--- src/rtl/edge_irq_pkg.sv ---
package edge_irq_pkg;
  localparam int unsigned NUM_CORES   = 2;
  localparam int unsigned SEL_REG_W   = 16;
  // word addresses of the register port
  localparam int unsigned RA_RISE     = 0;
  localparam int unsigned RA_FALL     = 1;
  localparam int unsigned RA_SWTRIG   = 2;
  localparam int unsigned RA_CORE_BASE = 3;   // per core: imask, emask, pend
  localparam int unsigned RA_CORE_STEP = 3;
  localparam int unsigned RA_SEL_BASE  = 9;

  function automatic int unsigned imask_addr(input int unsigned core);
    return RA_CORE_BASE + core * RA_CORE_STEP;
  endfunction
  function automatic int unsigned emask_addr(input int unsigned core);
    return RA_CORE_BASE + core * RA_CORE_STEP + 1;
  endfunction
  function automatic int unsigned pend_addr(input int unsigned core);
    return RA_CORE_BASE + core * RA_CORE_STEP + 2;
  endfunction
endpackage

--- src/rtl/eic_port_mux.sv ---
module eic_port_mux #(
  parameter int unsigned NUM_LINES  = 24,
  parameter int unsigned PORT_LINES = 16,
  parameter int unsigned NUM_PORTS  = 4,
  parameter int unsigned SEL_W      = 4
) (
  input  logic [NUM_PORTS*PORT_LINES-1:0]        port_pins,
  input  logic [NUM_LINES-PORT_LINES-1:0]        aux_lines,
  input  logic [PORT_LINES-1:0][SEL_W-1:0]       sel,
  output logic [NUM_LINES-1:0]                   line_raw
);
  for (genvar n = 0; n < NUM_LINES; n++) begin : g_line
    if (n < PORT_LINES) begin : g_ported
      always_comb begin
        line_raw[n] = 1'b0;
        for (int p = 0; p < NUM_PORTS; p++) begin
          if (sel[n] == SEL_W'(p)) line_raw[n] = port_pins[p*PORT_LINES + n];
        end
      end
    end else begin : g_aux
      assign line_raw[n] = aux_lines[n - PORT_LINES];
    end
  end
endmodule

--- src/rtl/eic_edge_detect.sv ---
module eic_edge_detect #(
  parameter int unsigned NUM_LINES = 24
) (
  input  logic                 clk,
  input  logic                 rst_n,
  input  logic [NUM_LINES-1:0] line_raw,
  input  logic [NUM_LINES-1:0] rise_en,
  input  logic [NUM_LINES-1:0] fall_en,
  output logic [NUM_LINES-1:0] rise_hit,
  output logic [NUM_LINES-1:0] fall_hit
);
  logic [NUM_LINES-1:0] meta_q, meta_d;
  logic [NUM_LINES-1:0] sync_q, sync_d;
  logic [NUM_LINES-1:0] prev_q, prev_d;

  always_comb begin
    meta_d = line_raw;
    sync_d = meta_q;
    prev_d = sync_q;
  end

  always_ff @(posedge clk or negedge rst_n) begin
    if (!rst_n) begin
      meta_q <= '0;
      sync_q <= '0;
      prev_q <= '0;
    end else begin
      meta_q <= meta_d;
      sync_q <= sync_d;
      prev_q <= prev_d;
    end
  end

  for (genvar n = 0; n < NUM_LINES; n++) begin : g_hit
    assign rise_hit[n] = rise_en[n] &  sync_q[n] & ~prev_q[n];
    assign fall_hit[n] = fall_en[n] & ~sync_q[n] &  prev_q[n];
  end
endmodule

--- src/rtl/eic_core_bank.sv ---
module eic_core_bank #(
  parameter int unsigned NUM_LINES = 24,
  parameter int unsigned ADDR_W    = 4,
  parameter int unsigned IMASK_A   = 3,
  parameter int unsigned EMASK_A   = 4,
  parameter int unsigned PEND_A    = 5
) (
  input  logic                 clk,
  input  logic                 rst_n,
  input  logic                 we,
  input  logic [ADDR_W-1:0]    addr,
  input  logic [NUM_LINES-1:0] wdata,
  input  logic [NUM_LINES-1:0] trig,
  output logic [NUM_LINES-1:0] imask,
  output logic [NUM_LINES-1:0] emask,
  output logic [NUM_LINES-1:0] pend,
  output logic                 irq,
  output logic                 evt
);
  logic [NUM_LINES-1:0] imask_q, imask_d, emask_q, emask_d, pend_q, pend_d, clr;
  logic imask_en, emask_en, evt_q, evt_d;

  always_comb begin
    imask_en = we && (addr == ADDR_W'(IMASK_A));
    emask_en = we && (addr == ADDR_W'(EMASK_A));
    clr      = (we && (addr == ADDR_W'(PEND_A))) ? wdata : '0;
    imask_d  = wdata;
    emask_d  = wdata;
    // a trigger wins over a clear in the same cycle
    pend_d   = (pend_q & ~clr) | trig;
    evt_d    = |(trig & emask_q);
  end

  always_ff @(posedge clk or negedge rst_n) begin
    if (!rst_n) begin
      imask_q <= '0;
      emask_q <= '0;
      pend_q  <= '0;
      evt_q   <= 1'b0;
    end else begin
      if (imask_en) imask_q <= imask_d;
      if (emask_en) emask_q <= emask_d;
      pend_q <= pend_d;
      evt_q  <= evt_d;
    end
  end

  assign imask = imask_q;
  assign emask = emask_q;
  assign pend  = pend_q;
  assign irq   = |(pend_q & imask_q);
  assign evt   = evt_q;
endmodule

--- src/rtl/edge_irq_ctrl.sv ---
module edge_irq_ctrl
  import edge_irq_pkg::*;
#(
  parameter int unsigned NUM_LINES  = 24,
  parameter int unsigned PORT_LINES = 16,
  parameter int unsigned NUM_PORTS  = 4,
  parameter int unsigned SEL_W      = 4,
  parameter int unsigned ADDR_W     = 4,
  parameter int unsigned DATA_W     = 32
) (
  input  logic                            clk,
  input  logic                            rst_n,
  input  logic                            reg_we,
  input  logic [ADDR_W-1:0]               reg_addr,
  input  logic [DATA_W-1:0]               reg_wdata,
  output logic [DATA_W-1:0]               reg_rdata,
  input  logic [NUM_PORTS*PORT_LINES-1:0] port_pins,
  input  logic [NUM_LINES-PORT_LINES-1:0] aux_lines,
  output logic                            irq_c0,
  output logic                            irq_c1,
  output logic                            evt_c0,
  output logic                            evt_c1
);
  localparam int unsigned FIELDS_PER_REG = SEL_REG_W / SEL_W;
  localparam int unsigned SEL_REGS       = PORT_LINES / FIELDS_PER_REG;

  // reset: asynchronous assert, synchronous release
  logic [1:0] rst_pipe_q;
  logic       rst_sync_n;
  always_ff @(posedge clk or negedge rst_n) begin
    if (!rst_n) rst_pipe_q <= '0;
    else        rst_pipe_q <= {rst_pipe_q[0], 1'b1};
  end
  assign rst_sync_n = rst_pipe_q[1];

  logic [NUM_LINES-1:0] wd;
  logic                 unused_wdata;
  assign wd           = reg_wdata[NUM_LINES-1:0];
  assign unused_wdata = ^reg_wdata;

  // trigger configuration
  logic [NUM_LINES-1:0] rise_q, rise_d, fall_q, fall_d;
  logic                 rise_en, fall_en;
  logic [PORT_LINES-1:0][SEL_W-1:0] sel_q, sel_d;
  logic                 sel_en;

  always_comb begin
    rise_en = reg_we && (int'(reg_addr) == RA_RISE);
    fall_en = reg_we && (int'(reg_addr) == RA_FALL);
    rise_d  = wd;
    fall_d  = wd;
    sel_en  = 1'b0;
    sel_d   = sel_q;
    for (int g = 0; g < SEL_REGS; g++) begin
      if (reg_we && (int'(reg_addr) == RA_SEL_BASE + g)) begin
        sel_en = 1'b1;
        for (int j = 0; j < FIELDS_PER_REG; j++)
          sel_d[g*FIELDS_PER_REG + j] = reg_wdata[j*SEL_W +: SEL_W];
      end
    end
  end

  always_ff @(posedge clk or negedge rst_sync_n) begin
    if (!rst_sync_n) begin
      rise_q <= '0;
      fall_q <= '0;
      sel_q  <= '0;
    end else begin
      if (rise_en) rise_q <= rise_d;
      if (fall_en) fall_q <= fall_d;
      if (sel_en)  sel_q  <= sel_d;
    end
  end

  // input selection and edge detection
  logic [NUM_LINES-1:0] line_raw, rise_hit, fall_hit, sw_trig, trig;

  eic_port_mux #(
    .NUM_LINES(NUM_LINES), .PORT_LINES(PORT_LINES),
    .NUM_PORTS(NUM_PORTS), .SEL_W(SEL_W)
  ) u_mux (
    .port_pins(port_pins), .aux_lines(aux_lines),
    .sel(sel_q), .line_raw(line_raw)
  );

  eic_edge_detect #(.NUM_LINES(NUM_LINES)) u_det (
    .clk(clk), .rst_n(rst_sync_n), .line_raw(line_raw),
    .rise_en(rise_q), .fall_en(fall_q),
    .rise_hit(rise_hit), .fall_hit(fall_hit)
  );

  assign sw_trig = (reg_we && (int'(reg_addr) == RA_SWTRIG)) ? wd : '0;
  assign trig    = rise_hit | fall_hit | sw_trig;

  // per-core mask and pending sets
  logic [NUM_CORES-1:0][NUM_LINES-1:0] imask_all, emask_all, pend_all;
  logic [NUM_CORES-1:0]                irq_all, evt_all;

  for (genvar k = 0; k < NUM_CORES; k++) begin : g_core
    eic_core_bank #(
      .NUM_LINES(NUM_LINES), .ADDR_W(ADDR_W),
      .IMASK_A(imask_addr(k)), .EMASK_A(emask_addr(k)), .PEND_A(pend_addr(k))
    ) u_bank (
      .clk(clk), .rst_n(rst_sync_n), .we(reg_we), .addr(reg_addr),
      .wdata(wd), .trig(trig),
      .imask(imask_all[k]), .emask(emask_all[k]), .pend(pend_all[k]),
      .irq(irq_all[k]), .evt(evt_all[k])
    );
  end

  assign irq_c0 = irq_all[0];
  assign irq_c1 = irq_all[1];
  assign evt_c0 = evt_all[0];
  assign evt_c1 = evt_all[1];

  // read path
  always_comb begin
    reg_rdata = '0;
    if (int'(reg_addr) == RA_RISE) reg_rdata[NUM_LINES-1:0] = rise_q;
    if (int'(reg_addr) == RA_FALL) reg_rdata[NUM_LINES-1:0] = fall_q;
    for (int k = 0; k < NUM_CORES; k++) begin
      if (int'(reg_addr) == imask_addr(k)) reg_rdata[NUM_LINES-1:0] = imask_all[k];
      if (int'(reg_addr) == emask_addr(k)) reg_rdata[NUM_LINES-1:0] = emask_all[k];
      if (int'(reg_addr) == pend_addr(k))  reg_rdata[NUM_LINES-1:0] = pend_all[k];
    end
    for (int g = 0; g < SEL_REGS; g++) begin
      if (int'(reg_addr) == RA_SEL_BASE + g)
        for (int j = 0; j < FIELDS_PER_REG; j++)
          reg_rdata[j*SEL_W +: SEL_W] = sel_q[g*FIELDS_PER_REG + j];
    end
  end
endmodule

--- config.mk ---
export PLATFORM = sky130hd
export DESIGN_NAME = edge_irq_ctrl
export DESIGN_NICKNAME = d
export VERILOG_FILES = /design/src/rtl/edge_irq_pkg.sv /design/src/rtl/eic_port_mux.sv /design/src/rtl/eic_edge_detect.sv /design/src/rtl/eic_core_bank.sv /design/src/rtl/edge_irq_ctrl.sv
export SDC_FILE = /design/constraint.sdc
export NUM_CORES = 1
export LEC_CHECK = 0
export BUFFER_PORTS_ARGS = -buffer_cell sky130_fd_sc_hd__buf_4
export CAP_MARGIN = 20
export CORE_MARGIN = 4
export CORE_UTILIZATION = 40
export CTS_CLUSTER_SIZE = 12
export DETAILED_ROUTE_END_ITERATION = 7
export GPL_TIMING_DRIVEN = 0
export PLACE_DENSITY = 0.61
export SLEW_MARGIN = 20
export SYNTH_ARGS = -nofsm -noshare
export SYNTH_HDL_FRONTEND = slang
export SYNTH_HIERARCHICAL = 1
export SYNTH_SLANG_ARGS = --single-unit
--- constraint.sdc ---
create_clock -name clk -period 23 [get_ports clk]
set_input_delay 2.3 -clock clk [delete_from_list [all_inputs] [get_ports clk]]
set_output_delay 2.3 -clock clk [all_outputs]
set_load 0.05 [all_outputs]
==> results of run 1 <==
==> placed cells by master, fill, tap and decap left out, types with 18 or more instances in the layout <==
cell type,n
mux4_2,20
a211o_1,24
clkbuf_16,39
mux2_2,135
nand2_1,45
o2bb2ai_1,24
mux2i_1,31
nand3b_1,25
nand3_1,24
a22oi_1,77
and3b_1,51
buf_2,24
clkbuf_1,23
dfrtp_1,331
buf_4,155
o22ai_1,30
mux2_4,70
nand2b_1,18
nor2b_1,18
a21o_1,48
==> flip-flops by register name, indices dropped and copies added (netlist names), 24 cells and up <==
name and cells:
fall_q 24, g_core.u_bank/emask 48, rise_q 24, u_det/prev_q 24
sel_q 64, u_det/meta_q 24, g_core.u_bank/pend 48, g_core.u_bank/imask 48
u_det/prev_d 24
==> where the power goes <==
part | switching (W) | internal [W]
combinational | 0.000201 | 0.000203
clock | 0.000248 | 0.000367
sequential | 0.000138 | 0.000712
total | 0.000587 | 0.00128
==> cell type report <==
cell class	instances	area (µm²)
antenna	1	2.502
buffer	95	670.6
clock buffer	55	1146
clock inverter	9	101.3
fill	3678	20720
inverter	1	3.754
multi-input combinational	814	7322
sequential	332	8312
tap	525	656.9
timing repair buffer	128	1074
==> metal layers <==
metal / global-route usage (%) / share of wire, % / vias to the layer above
met5: 0 / 0 / -
met4: 8.168 / 3.4 / 0
met3: 3.692 / 6.5 / 119
met2: 41.10 / 47 / 543
met1: 36.94 / 43 / 6318
li1: - / - / 5059
==> worst paths after layout <==
| path | start | end | slack [ns] | depth (start not counted) |
|---|---|---|---|---|
| max reg2reg | fall_q[4] | g_core[0].u_bank/evt | 20.91 | 5 |
| max in group asynchronous | rst_n | rst_pipe_q[1] | 21.38 | 1 |
| min in group asynchronous | rst_pipe_q[1] | u_det/meta_q[20] | 0.35 | 0 |
| max | reg_addr[0] | reg_rdata[15] | 15.94 | 9 |
| min | u_det/meta_q[16] | u_det/prev_d[16] | 0.34 | 0 |
| min reg2reg | u_det/meta_q[16] | u_det/prev_d[16] | 0.34 | 0 |
==> cell families after synthesis <==
group                  synth area share [%]
AO/OA/AOI/OAI                         13.51
buffers and inverters                 4.143
flip-flops                            51.04
multiplexers                          21.02
other                               0.04614
AND/OR/NAND/NOR                       10.24
==> worst max-delay path, delay by kind of cell <==
kind	cells	cell delay (ns)
buffers and inverters	5	1.24
AO/OA/AOI/OAI	3	0.67
multiplexers	1	0.51
==> per-stage QoR <==
stage | utilization (%) | std cells | total power, W | hold WS (ns)
after floorplan | - | 1242 | 0.001070 | 0.3312
after global placement | 44.69 | 1889 | 0.001241 | 0.3325
after detailed placement | 45.09 | 1895 | 0.001253 | 0.3347
after CTS | 48.21 | 1959 | 0.001870 | 0.3413
after global routing | 48.21 | 1959 | 0.001934 | 0.3500
final | 48.21 | 1960 | 0.001869 | 0.3375
==> run metrics, run 1 <==
Post-Layout Inst Area=19290 µm²; power per cell area=96.89 nW/µm²; CP most frequent cell=buf_4; Hold Buf Count CTS=0; largest net degree at the start of global routing=56; Tightest Hold Check Type=reg -> reg; CTS Buf Count=38; # setup viols final=0; area leader, netlist=dfrtp_1; Post-synth EDFFs=0; Port Buf Inserts=122; Max transition margin=44.99%; slowest cell on the critical path=mux2i_1; Setup Buffers After CTS=0; post-synthesis cell area=16280 µm²; post-synthesis sequential area ratio=51.04%; top cell type's share of synthesized area=51.04%; core area=40010 µm²; first-pass GRT wire length=84960 µm; list of most frequent post-synthesis cells=dfrtp_1, mux2_2, a22oi_1; Tcrit/Tclk final=30.68%; WP data required=20.70 ns; Async SR Flop Fraction=100.0%; wire per inst=29.57 µm; Detail Route Antenna Nets=0; Tot GR Track Use=25.89%; Top Ports=147; initial antenna violation count=0; critical path cell sequence=buf_4, buf_6, buf_4, buf_4, mux2i_1, o2bb2ai_1, a22oi_1, a22oi_1, buf_4; initial DRC count=1386; CTS Root Cell=clkbuf_16; Area contributors post-synth=dfrtp_1, mux2_2, mux2_4; clk slew on worst S/H paths=0.06 ns; CP max FO=10; Sink Count=332; Residual DRC=0; routability cong.=0.9654; routed vias/inst=6.142; WS Path Type=in -> out; die area=43990 µm²; cts repair resizes=0; max cap viols=0; YS warnings=6; Slew Limit Fails=0; maximum vdd drop=0.00006727 V; htree depth=2; Max Freq=0.1417 GHz; top-count cell post-synth=dfrtp_1; Worst Setup Start Kind=input port; Tmin final=7.057 ns; final wirelength=57950 µm; crit path DAT=4.76 ns; Final WS setup=15.94 ns; dominant synthesized flop cell=dfrtp_1; # rows=73; synthesized flop and latch total=332; TNS Setup=0 ns; status=completed; TritonCTS clock tree=built; height of the die=209.7 µm; Hold Vio Cnt, Final=0; syn avg cell area=13.18 µm²; Nets=1521; worst-margin pin slew=0.8234 ns; Yosys cell types=58; Synth Instances=1235; CP Capture Type=output pin; Place WS=16.03 ns; DP Area=18040 µm²; vias in the first global route=12310; Initial Util=40.69%; RSZ-0062 raised after global routing=no; dpl hpwl=43050 µm; CP max stage delay=0.51 ns; P&R area growth vs syn=18.49%; DR vias=12040; Overflow after GRT=0; Fin Clk Skew=0.01716 ns; DR pass1 iterations=7; Leak=8.678 nW; clk buf depth=3; Die Width=209.7 µm; Worst-Skew Late Latency=0.55 ns; share of cells above drive strength 1=35.98%
Power figures use the tool's default switching activity.
==> run 2, diff against run 1 <==
==> constraint.sdc (replaced) <==
create_clock -name clk -period 7 [get_ports clk]
set_input_delay 0.7 -clock clk [delete_from_list [all_inputs] [get_ports clk]]
set_output_delay 0.7 -clock clk [all_outputs]
set_load 0.05 [all_outputs]
==> run metrics, run 2 (synthesis gave the netlist of run 1 again) <==
status=completed; initial antenna violation count=0; Internal=0.004294 W; CP max FO=10; TritonCTS clock tree=built; Switching Power=0.001942 W; maximum vdd drop=0.0001699 V; height of the die=209.7 µm; Setup Buffers After CTS=0; Residual DRC=0; max reg flops=64; Hold Vio Cnt, Final=0; Clock power frac=34.0%; Tightest Hold Check Type=in -> reg; Port Buf Inserts=122; worst-margin pin slew=0.8790 ns; largest net degree at the start of global routing=57; Place WS=3.204 ns; Core Util, Final=48.45%; DR pass1 iterations=8; Final WS setup=3.217 ns; # rows=73; Comb power frac=21.2%; Overflow after GRT=0; Largest Register=sel_q; clk buf depth=3; Tot GR Track Use=25.66%; Max Freq=0.2644 GHz; Slew Limit Fails=0; core area=40010 µm²; vias in the first global route=12190; # setup viols final=0; Die Width=209.7 µm; final wirelength=57910 µm; Fin Clk Skew=0.01663 ns; CP Capture Type=output pin; most frequent cells in the layout=dfrtp_1, buf_4, mux2_2; share of cells above drive strength 1=36.18%; routed vias/inst=6.155; Sink Count=332; CTS Buf Count=38; die area=43990 µm²; cts repair resizes=0; Nets=1522; Max transition margin=41.08%; Tmin final=3.783 ns; most common cell after layout, fill and taps aside=dfrtp_1; Placed Instances=1895; Tcrit/Tclk final=54.04%; CTS Root Cell=clkbuf_16; P&R area growth vs syn=19.08%; first-pass GRT wire length=84060 µm; initial DRC count=1215; fin cells=1965; power per cell area=321.7 nW/µm²; Power, Total=0.006236 W; clk slew on worst S/H paths=0.06 ns; Detail Route Antenna Nets=0; WHS=0.2698 ns; max cap viols=0; wire per inst=29.47 µm; # diodes=0; WS Path Type=in -> out; sw frac=31.14%; Initial Util=40.69%; htree depth=2; DR vias=12090; Worst Setup Start Kind=input port; part of the power in registers=44.8%; crit path DAT=3.08 ns; Leak=8.728 nW; WP data required=6.30 ns; Worst-Skew Late Latency=0.55 ns; routability cong.=0.9678; RSZ-0062 raised after global routing=no; dpl hpwl=42750 µm; Top Ports=147
==> run 2: changes by cell type in the layout (fill, tap and decap cells not counted), sizes merged <==
cell and delta:
clkbuf +5, clkinv +1, diode -1, dlygate4sd3 +1
inv -1
==> run 2: through the flow <==
step	area (µm²)	setup TNS (ns)
detailed placement	18040	0
global route	19380	0
global placement	17880	-209.72
finish	19380	0
floorplan	16310	0
CTS	19380	0
==> run 2: worst paths after layout <==
| kind | to | slack, ns | depth (start not counted) | startpoint |
|---|---|---|---|---|
| worst max register to register | g_core[0].u_bank/evt | 4.91 | 5 | fall_q[4] |
| min in group asynchronous | rise_q[20] | 0.35 | 0 | rst_pipe_q[1] |
| worst min-delay path | u_det/meta_q[16] | 0.27 | 1 | aux_lines[0] |
| max in group asynchronous | u_det/prev_d[9] | 5.33 | 3 | rst_pipe_q[1] |
| worst max-delay path | reg_rdata[15] | 3.22 | 9 | reg_addr[0] |
| worst min register to register | u_det/prev_d[20] | 0.34 | 0 | u_det/meta_q[20] |
==> run 2: critical path, cell delays in order <==
cell       delay (ns)
buf_4            0.15
buf_6            0.20
buf_4            0.29
buf_4            0.35
mux2i_1          0.49
o2bb2ai_1        0.16
a22oi_1          0.31
a22oi_1          0.19
buf_4            0.22
==> run 2: area by class of cell <==
class	count	area (µm²)
well taps	525	656.9
fillers	3623	20620
multi-input cells	814	7322
plain buffers	95	670.6
repair buffers	129	1084
flip-flops and latches	332	8312
clock buffers	60	1237
clock inverters	9	97.59
inverters	1	3.754
==> run 2: per-layer routing <==
layer / wire (µm) / part of all wire, % / track usage [%] / vias up
li1: - / - / - / 5053
met1: 24860 / 43 / 36.38 / 6351
met2: 27000 / 47 / 40.55 / 571
met3: 4117 / 7.1 / 4.245 / 119
met4: 1932 / 3.3 / 8.146 / 0
met5: 0 / 0 / 0 / -
==> run 2: timing repair <==
action                                  CTS  global route
endpoints found under the setup margin    0             0
hold buffers                              1             0
hold endpoints to repair                  2             0
==> run 2: power by group through the flow <==
stage          registers [W]  logic, W  clock network, W
2_1_floorplan        0.00263  0.000881                 0
3_3_place_gp         0.00283   0.00124                 0
3_5_place_dp         0.00281   0.00131                 0
4_1_cts              0.00278   0.00131           0.00214
5_1_grt              0.00283   0.00139           0.00221
6_report             0.00279   0.00132           0.00212
